## config.mk

```make
export PLATFORM = sky130hd
export DESIGN_NAME = enc_frame_seq
export DESIGN_NICKNAME = d
export VERILOG_FILES = /design/src/rtl/enc_seq_pkg.sv /design/src/rtl/seq_edge_det.sv /design/src/rtl/seq_bit_counter.sv /design/src/rtl/seq_wait_wdog.sv /design/src/rtl/enc_frame_seq.sv
export SDC_FILE = /design/constraint.sdc
export NUM_CORES = 1
export LEC_CHECK = 0
export ABC_AREA = 1
export BUFFER_PORTS_ARGS = -buffer_cell sky130_fd_sc_hd__buf_2
export CAP_MARGIN = 0
export CORE_MARGIN = 4
export CORE_UTILIZATION = 53
export DETAILED_ROUTE_END_ITERATION = 8
export PLACE_DENSITY = 0.76
export SLEW_MARGIN = 20
export SYNTH_ARGS = -nofsm -noshare
export SYNTH_HDL_FRONTEND = slang
export SYNTH_SLANG_ARGS = --single-unit
```

## constraint.sdc

```tcl
create_clock -name clk_i -period 1.7 [get_ports clk_i]
set_input_delay 0 -clock clk_i [delete_from_list [all_inputs] [get_ports clk_i]]
set_output_delay 0 -clock clk_i [all_outputs]
set_load 0.005 [all_outputs]
```

## src/rtl/enc_seq_pkg.sv

```systemverilog
`timescale 1ns/1ps
package enc_seq_pkg;
  typedef enum logic [1:0] {
    ST_IDLE = 2'b00,
    ST_TX   = 2'b01,
    ST_WAIT = 2'b10,
    ST_RX   = 2'b11
  } frame_st_e;
endpackage

```

## src/rtl/seq_edge_det.sv

```systemverilog
`timescale 1ns/1ps
module seq_edge_det #(
  parameter bit FALL    = 1'b0,
  parameter bit RST_VAL = 1'b0
) (
  input  logic clk_i,
  input  logic rst_ni,
  input  logic d_i,
  output logic edge_o
);
  logic q;
  always_ff @(posedge clk_i or negedge rst_ni)
    if (!rst_ni) q <= RST_VAL;
    else         q <= d_i;

  generate
    if (FALL) begin : g_fall
      assign edge_o = q & ~d_i;
    end else begin : g_rise
      assign edge_o = d_i & ~q;
    end
  endgenerate
endmodule

```

## src/rtl/seq_bit_counter.sv

```systemverilog
`timescale 1ns/1ps
module seq_bit_counter #(
  parameter int CNT_W = 16
) (
  input  logic             clk_i,
  input  logic             rst_ni,
  input  logic             arm_tx_i,
  input  logic             arm_rx_i,
  input  logic             inc_i,
  input  logic [CNT_W-1:0] tx_len_i,
  input  logic [CNT_W-1:0] rx_len_i,
  output logic             hit_o
);
  logic [CNT_W-1:0] cnt_q, tgt_q;

  assign hit_o = (cnt_q == tgt_q);

  always_ff @(posedge clk_i or negedge rst_ni) begin
    if (!rst_ni) begin
      cnt_q <= '0;
      tgt_q <= '0;
    end else if (arm_tx_i) begin
      cnt_q <= '0;
      tgt_q <= tx_len_i;
    end else if (arm_rx_i) begin
      tgt_q <= cnt_q + rx_len_i;  // re-arm relative to current count
    end else if (inc_i && !hit_o) begin
      cnt_q <= cnt_q + 1'b1;
    end
  end
endmodule

```

## src/rtl/seq_wait_wdog.sv

```systemverilog
`timescale 1ns/1ps
module seq_wait_wdog #(
  parameter int WD_W = 16
) (
  input  logic            clk_i,
  input  logic            rst_ni,
  input  logic            active_i,
  input  logic [WD_W-1:0] limit_i,
  output logic            expire_o
);
  logic [WD_W-1:0] cnt_q;

  assign expire_o = active_i && (limit_i != '0) && (cnt_q == limit_i);

  always_ff @(posedge clk_i or negedge rst_ni)
    if (!rst_ni)        cnt_q <= '0;
    else if (!active_i) cnt_q <= '0;
    else                cnt_q <= cnt_q + 1'b1;
endmodule

```

## src/rtl/enc_frame_seq.sv

```systemverilog
`timescale 1ns/1ps
module enc_frame_seq
  import enc_seq_pkg::*;
#(
  parameter int CNT_W = 16,
  parameter int WD_W  = 16
) (
  input  logic             clk_i,
  input  logic             rst_ni,
  input  logic             start_i,
  input  logic             bclk_i,
  input  logic             resp_i,
  input  logic [CNT_W-1:0] tx_len_i,
  input  logic [CNT_W-1:0] rx_len_i,
  input  logic [WD_W-1:0]  wd_limit_i,
  output logic [1:0]       state_o,
  output logic             tx_en_o,
  output logic             sclk_o,
  output logic             busy_o,
  output logic             done_o,
  output logic             no_resp_o
);
  frame_st_e state_q, state_d;
  logic start_rise, bclk_rise, resp_fall;
  logic arm_tx, arm_rx, hit, shifting, wd_expire;
  logic done_q, no_resp_q;

  seq_edge_det #(.FALL(1'b0), .RST_VAL(1'b0)) u_start_ed (
    .clk_i(clk_i), .rst_ni(rst_ni), .d_i(start_i), .edge_o(start_rise));
  seq_edge_det #(.FALL(1'b0), .RST_VAL(1'b0)) u_bclk_ed (
    .clk_i(clk_i), .rst_ni(rst_ni), .d_i(bclk_i), .edge_o(bclk_rise));
  seq_edge_det #(.FALL(1'b1), .RST_VAL(1'b1)) u_resp_ed (
    .clk_i(clk_i), .rst_ni(rst_ni), .d_i(resp_i), .edge_o(resp_fall));

  assign arm_tx   = (state_q == ST_IDLE) && start_rise;
  assign arm_rx   = (state_q == ST_WAIT) && resp_fall;
  assign shifting = ((state_q == ST_TX) || (state_q == ST_RX)) && !hit;

  seq_bit_counter #(.CNT_W(CNT_W)) u_cnt (
    .clk_i(clk_i), .rst_ni(rst_ni),
    .arm_tx_i(arm_tx), .arm_rx_i(arm_rx),
    .inc_i(bclk_rise && shifting),
    .tx_len_i(tx_len_i), .rx_len_i(rx_len_i),
    .hit_o(hit));

  seq_wait_wdog #(.WD_W(WD_W)) u_wdog (
    .clk_i(clk_i), .rst_ni(rst_ni),
    .active_i(state_q == ST_WAIT),
    .limit_i(wd_limit_i),
    .expire_o(wd_expire));

  always_comb begin
    state_d = state_q;
    unique case (state_q)
      ST_IDLE: if (start_rise) state_d = ST_TX;
      ST_TX:   if (hit)        state_d = ST_WAIT;
      ST_WAIT: begin
        if (resp_fall)      state_d = ST_RX;
        else if (wd_expire) state_d = ST_IDLE;
      end
      ST_RX:   if (hit)        state_d = ST_IDLE;
      default:                 state_d = ST_IDLE;
    endcase
  end

  always_ff @(posedge clk_i or negedge rst_ni) begin
    if (!rst_ni) begin
      state_q   <= ST_IDLE;
      done_q    <= 1'b0;
      no_resp_q <= 1'b0;
    end else begin
      state_q <= state_d;
      done_q  <= (state_q == ST_RX) && hit;
      if (arm_tx)
        no_resp_q <= 1'b0;
      else if ((state_q == ST_WAIT) && !resp_fall && wd_expire)
        no_resp_q <= 1'b1;
    end
  end

  assign state_o   = state_q;
  assign tx_en_o   = (state_q == ST_TX) && !hit;
  assign sclk_o    = bclk_i && shifting;
  assign busy_o    = (state_q != ST_IDLE);
  assign done_o    = done_q;
  assign no_resp_o = no_resp_q;
endmodule

```

==> summary.txt <==
Detailed routing
  – DR iter-0 viols: 302
  – Routed wire length: about 13 mm
  – Via/cell ratio: approximately 5.3
  – Remaining DRCs: 0
  – WL/cell: 14.9 um
  – Drt first pass iters: 4
  – Antenna violation net count after detailed routing: 0
  – Via count: roughly 4700

Critical path
  – WP buf/inv: 2
  – Critical path required time: between 1500 and 2000 ps
  – Setup CP Type: reg2reg
  – Critical Path AT: 2030 ps
  – Worst-path fanout max: 4
  – Crit end category: register
  – CP max stage cell: dfrtp_1
  – Delay-heaviest family, CP: simple AND/OR/NAND/NOR gates
  – Startpoint Class: register
  – Worst-path cell chain: buf_6 > buf_4 > nand3_2 > nor2_4 > nand3b_1 > nor3_2 > nand2_1 > nand2_1 > nor2_1 > nand2_2 > nand2_2
  – Worst path max stage delay: 390 ps

Clocking
  – Root Buffer: clkbuf_8
  – CTS clk-pin slew, worst paths: 110 ps
  – Clk_lat worst skew: 320 ps
  – Total CTS buffers: 5
  – CTS sink cnt: 55
  – Clock Path Buffers: 2
  – H-tree Lvls: 2
  – CTS tree: built

Cells and area
  – Most frequent cells in the layout: nand2_1, inv_1, nor2_1, buf_2, buf_4
  – Layout cell share with drive strength beyond 1: 0.301
  – Final std cells w/o fill: 893
  – Area growth, synth to finish: 36.3%
  – Final Net Count: 861
  – Most common cell after layout, fill and taps aside: nand2_1
  – Ant. Diodes: 0

Pwr
  – PwrDens: 907 nW/um2
  – Maximum VDD drop: 0.573 mV
  – LEAKAGE: 3.07 nW

Global route
  – Initial antenna violation count: 0
  – Number of global-route vias before repair: between 4000 and 5000
  – GRT Total Usage: 0.262
  – First-pass GRT wire length: 20.9 mm
  – Largest net degree at the start of global routing: 56
  – Global route overflow: 0

Status
  – Failing checks: negative setup slack
  – Status: finished with violations

Floorplan
  – Die area: 9680 um2
  – Io pins: 60
  – Rows: 32
  – Initial Utilization: 0.552
  – Total core area: roughly 8000 um2
  – Die Height: between 90 and 100 um
  – Die X: ~98 um

Placed design
  – Port Buffers: 59
  – Post-Place Cells: between 800 and 900
  – Place WS: -69.0 ps
  – Final GP Congestion: 0.907
  – Dpl hpwl: around 9 mm

STA
  – Final setup viols: 28
  – Rel. slew slack: 0.763
  – Setup TNS: -2160 ps
  – Minimum clock period: 1810 ps
  – Final Skew: 15.0 ps
  – Highest clock rate: 551 MHz
  – RSZ-0062 raised after global routing: true
  – Pins Over Slew Limit: 0
  – Hold Vio Cnt, Final: 0
  – Period utilisation layout: 1.07
  – Slew @ Worst Pin: approximately 350 ps
  – Worst setup margin: -113 ps

Yosys
  – Yosys cell types: 37
  – Post-synth net total: between 700 and 800
  – Synth warn: 0
  – Syn avg cell area: about 6.6 um2
  – Post-Synthesis Cells: 660
  – Register area share after synthesis: 0.318
  – Area of the mapped netlist: 4330 um2
  – #FFs+latches synth: 55

Min path
  – Class of the worst hold path: in2reg

Job
  – Max Cap Viol: 0
-- Yosys cell counts --
| master | instances | area [um2] |
|---|---|---|
| nand2_1 | 211 | 792 |
| inv_1 | 86 | 323 |
| nor2_1 | 81 | 304 |
| dfrtp_1 | 54 | 1350 |
| nand3_1 | 41 | 205 |
| o21ai_0 | 30 | 150 |
| xor2_1 | 26 | 228 |
| a21oi_1 | 22 | 110 |
| ha_1 | 17 | 213 |
| buf_2 | 12 | 60.1 |
| nor3_1 | 12 | 60.1 |
| nor2_2 | 7 | 43.8 |
| o21ai_1 | 7 | 35.0 |
| nand3_2 | 6 | 60.1 |
| nand4_1 | 6 | 37.5 |
| o21ai_2 | 6 | 52.6 |
| inv_2 | 5 | 18.8 |
| and2_1 | 3 | 18.8 |
| nand2_2 | 3 | 18.8 |
| o211ai_1 | 3 | 22.5 |
| xnor2_1 | 3 | 26.3 |
| a31oi_1 | 2 | 12.5 |
| nand3b_1 | 2 | 15.0 |
| nor4_1 | 2 | 12.5 |
| a21o_1 | 1 | 7.51 |
| buf_12 | 1 | 20.0 |
| buf_8 | 1 | 15.0 |
| clkbuf_1 | 1 | 3.75 |
| dfstp_2 | 1 | 26.3 |
| fa_1 | 1 | 20.0 |
| nand2_4 | 1 | 11.3 |
| nand3_4 | 1 | 17.5 |
| nor3_2 | 1 | 10.0 |
| nor3b_1 | 1 | 7.51 |
| o21a_1 | 1 | 7.51 |
| o21bai_1 | 1 | 7.51 |
| or2_2 | 1 | 6.26 |
-- report_power, final --
group | switching [W] | leakage, nW | internal (W)
Clock | 0.000479 | 0.0644 | 0.000588
Sequential | 0.000250 | 0.717 | 0.00157
Combinational | 0.00133 | 2.28 | 0.00112
-- layer usage --
layer	vias to the layer above	GRT usage	routed length, um
met5	-	0	0
met4	0	0.0767	341
met3	34	0.0307	705
met2	172	0.435	6570
met1	2212	0.360	5650
li1	2324	-	-
-- per-stage QoR --
step           power [W]  utilization  cell area [um2]  hold WS (ps)
6_report         0.00535        0.752             5900          2.98
5_1_grt          0.00568        0.752             5900          37.3
4_1_cts          0.00507        0.716             5620          7.21
3_5_place_dp     0.00372        0.644             5050          29.4
3_3_place_gp     0.00365        0.644             5050          22.0
2_1_floorplan    0.00303            -             4360          -296
-- worst reg2reg max path, stage by stage (launching register included) --
cell and delay, ps:
dfrtp_1 390, buf_6 110, buf_4 140, nand3_2 120, nor2_4 160, nand3b_1 170
nor3_2 260, nand2_1 90, nand2_1 90, nor2_1 50, nand2_2 80, nand2_2 50
-- sequential cells by signal, indices dropped and copies added, names as in the netlist, 2 cells and up --
name,count
state_o,2
u_cnt.cnt_q,16
u_cnt.tgt_q,16
u_wdog.cnt_q,16
-- cell families (layout without fill, tap and decap cells) --
group                      count (synthesis)  in the layout  synth area share
AOI/OAI and AO/OA                         73             73            0.0936
xor gates and xnor gates                  29             29            0.0587
adders and majority gates                 18             18            0.0537
buffers and inverters                    106            236             0.102
DFF                                       55             55             0.318
and+or+nand+nor                          379            380             0.374
-- layout make-up --
class / instances / area [um2]
timing repair buffer: 137 / 988
inverter: 91 / 342
clock inverter: 3 / 67.6
multi-input combinational: 500 / 2920
sequential: 55 / 1380
fill: 613 / 1950
clock buffer: 5 / 68.8
tap: 102 / 128
-- what timing repair did --
item,4_1_cts,5_1_grt
endpoints found under the setup margin,24,38
buffers inserted,14,13
hold buffers,9,0
endpoints found under the hold margin,63,0
pin swaps,17,20
cloned,2,0
resized for setup,37,52
-- worst paths after layout --
kind                                      from               to  slack, ps  cells past startpoint
worst max-delay path            u_cnt.cnt_q[2]  u_cnt.cnt_q[11]       -110                     11
worst min-delay path              tx_len_i[11]  u_cnt.tgt_q[11]          3                      5
worst max register to register  u_cnt.cnt_q[2]  u_cnt.cnt_q[11]       -110                     11
worst min register to register  u_cnt.tgt_q[4]   u_cnt.tgt_q[4]        510                      2
max in group asynchronous               rst_ni      u_resp_ed.q       1190                      3
min in group asynchronous               rst_ni   u_cnt.tgt_q[2]        200                      3
Note: power is estimated with default switching activity, not from simulation.
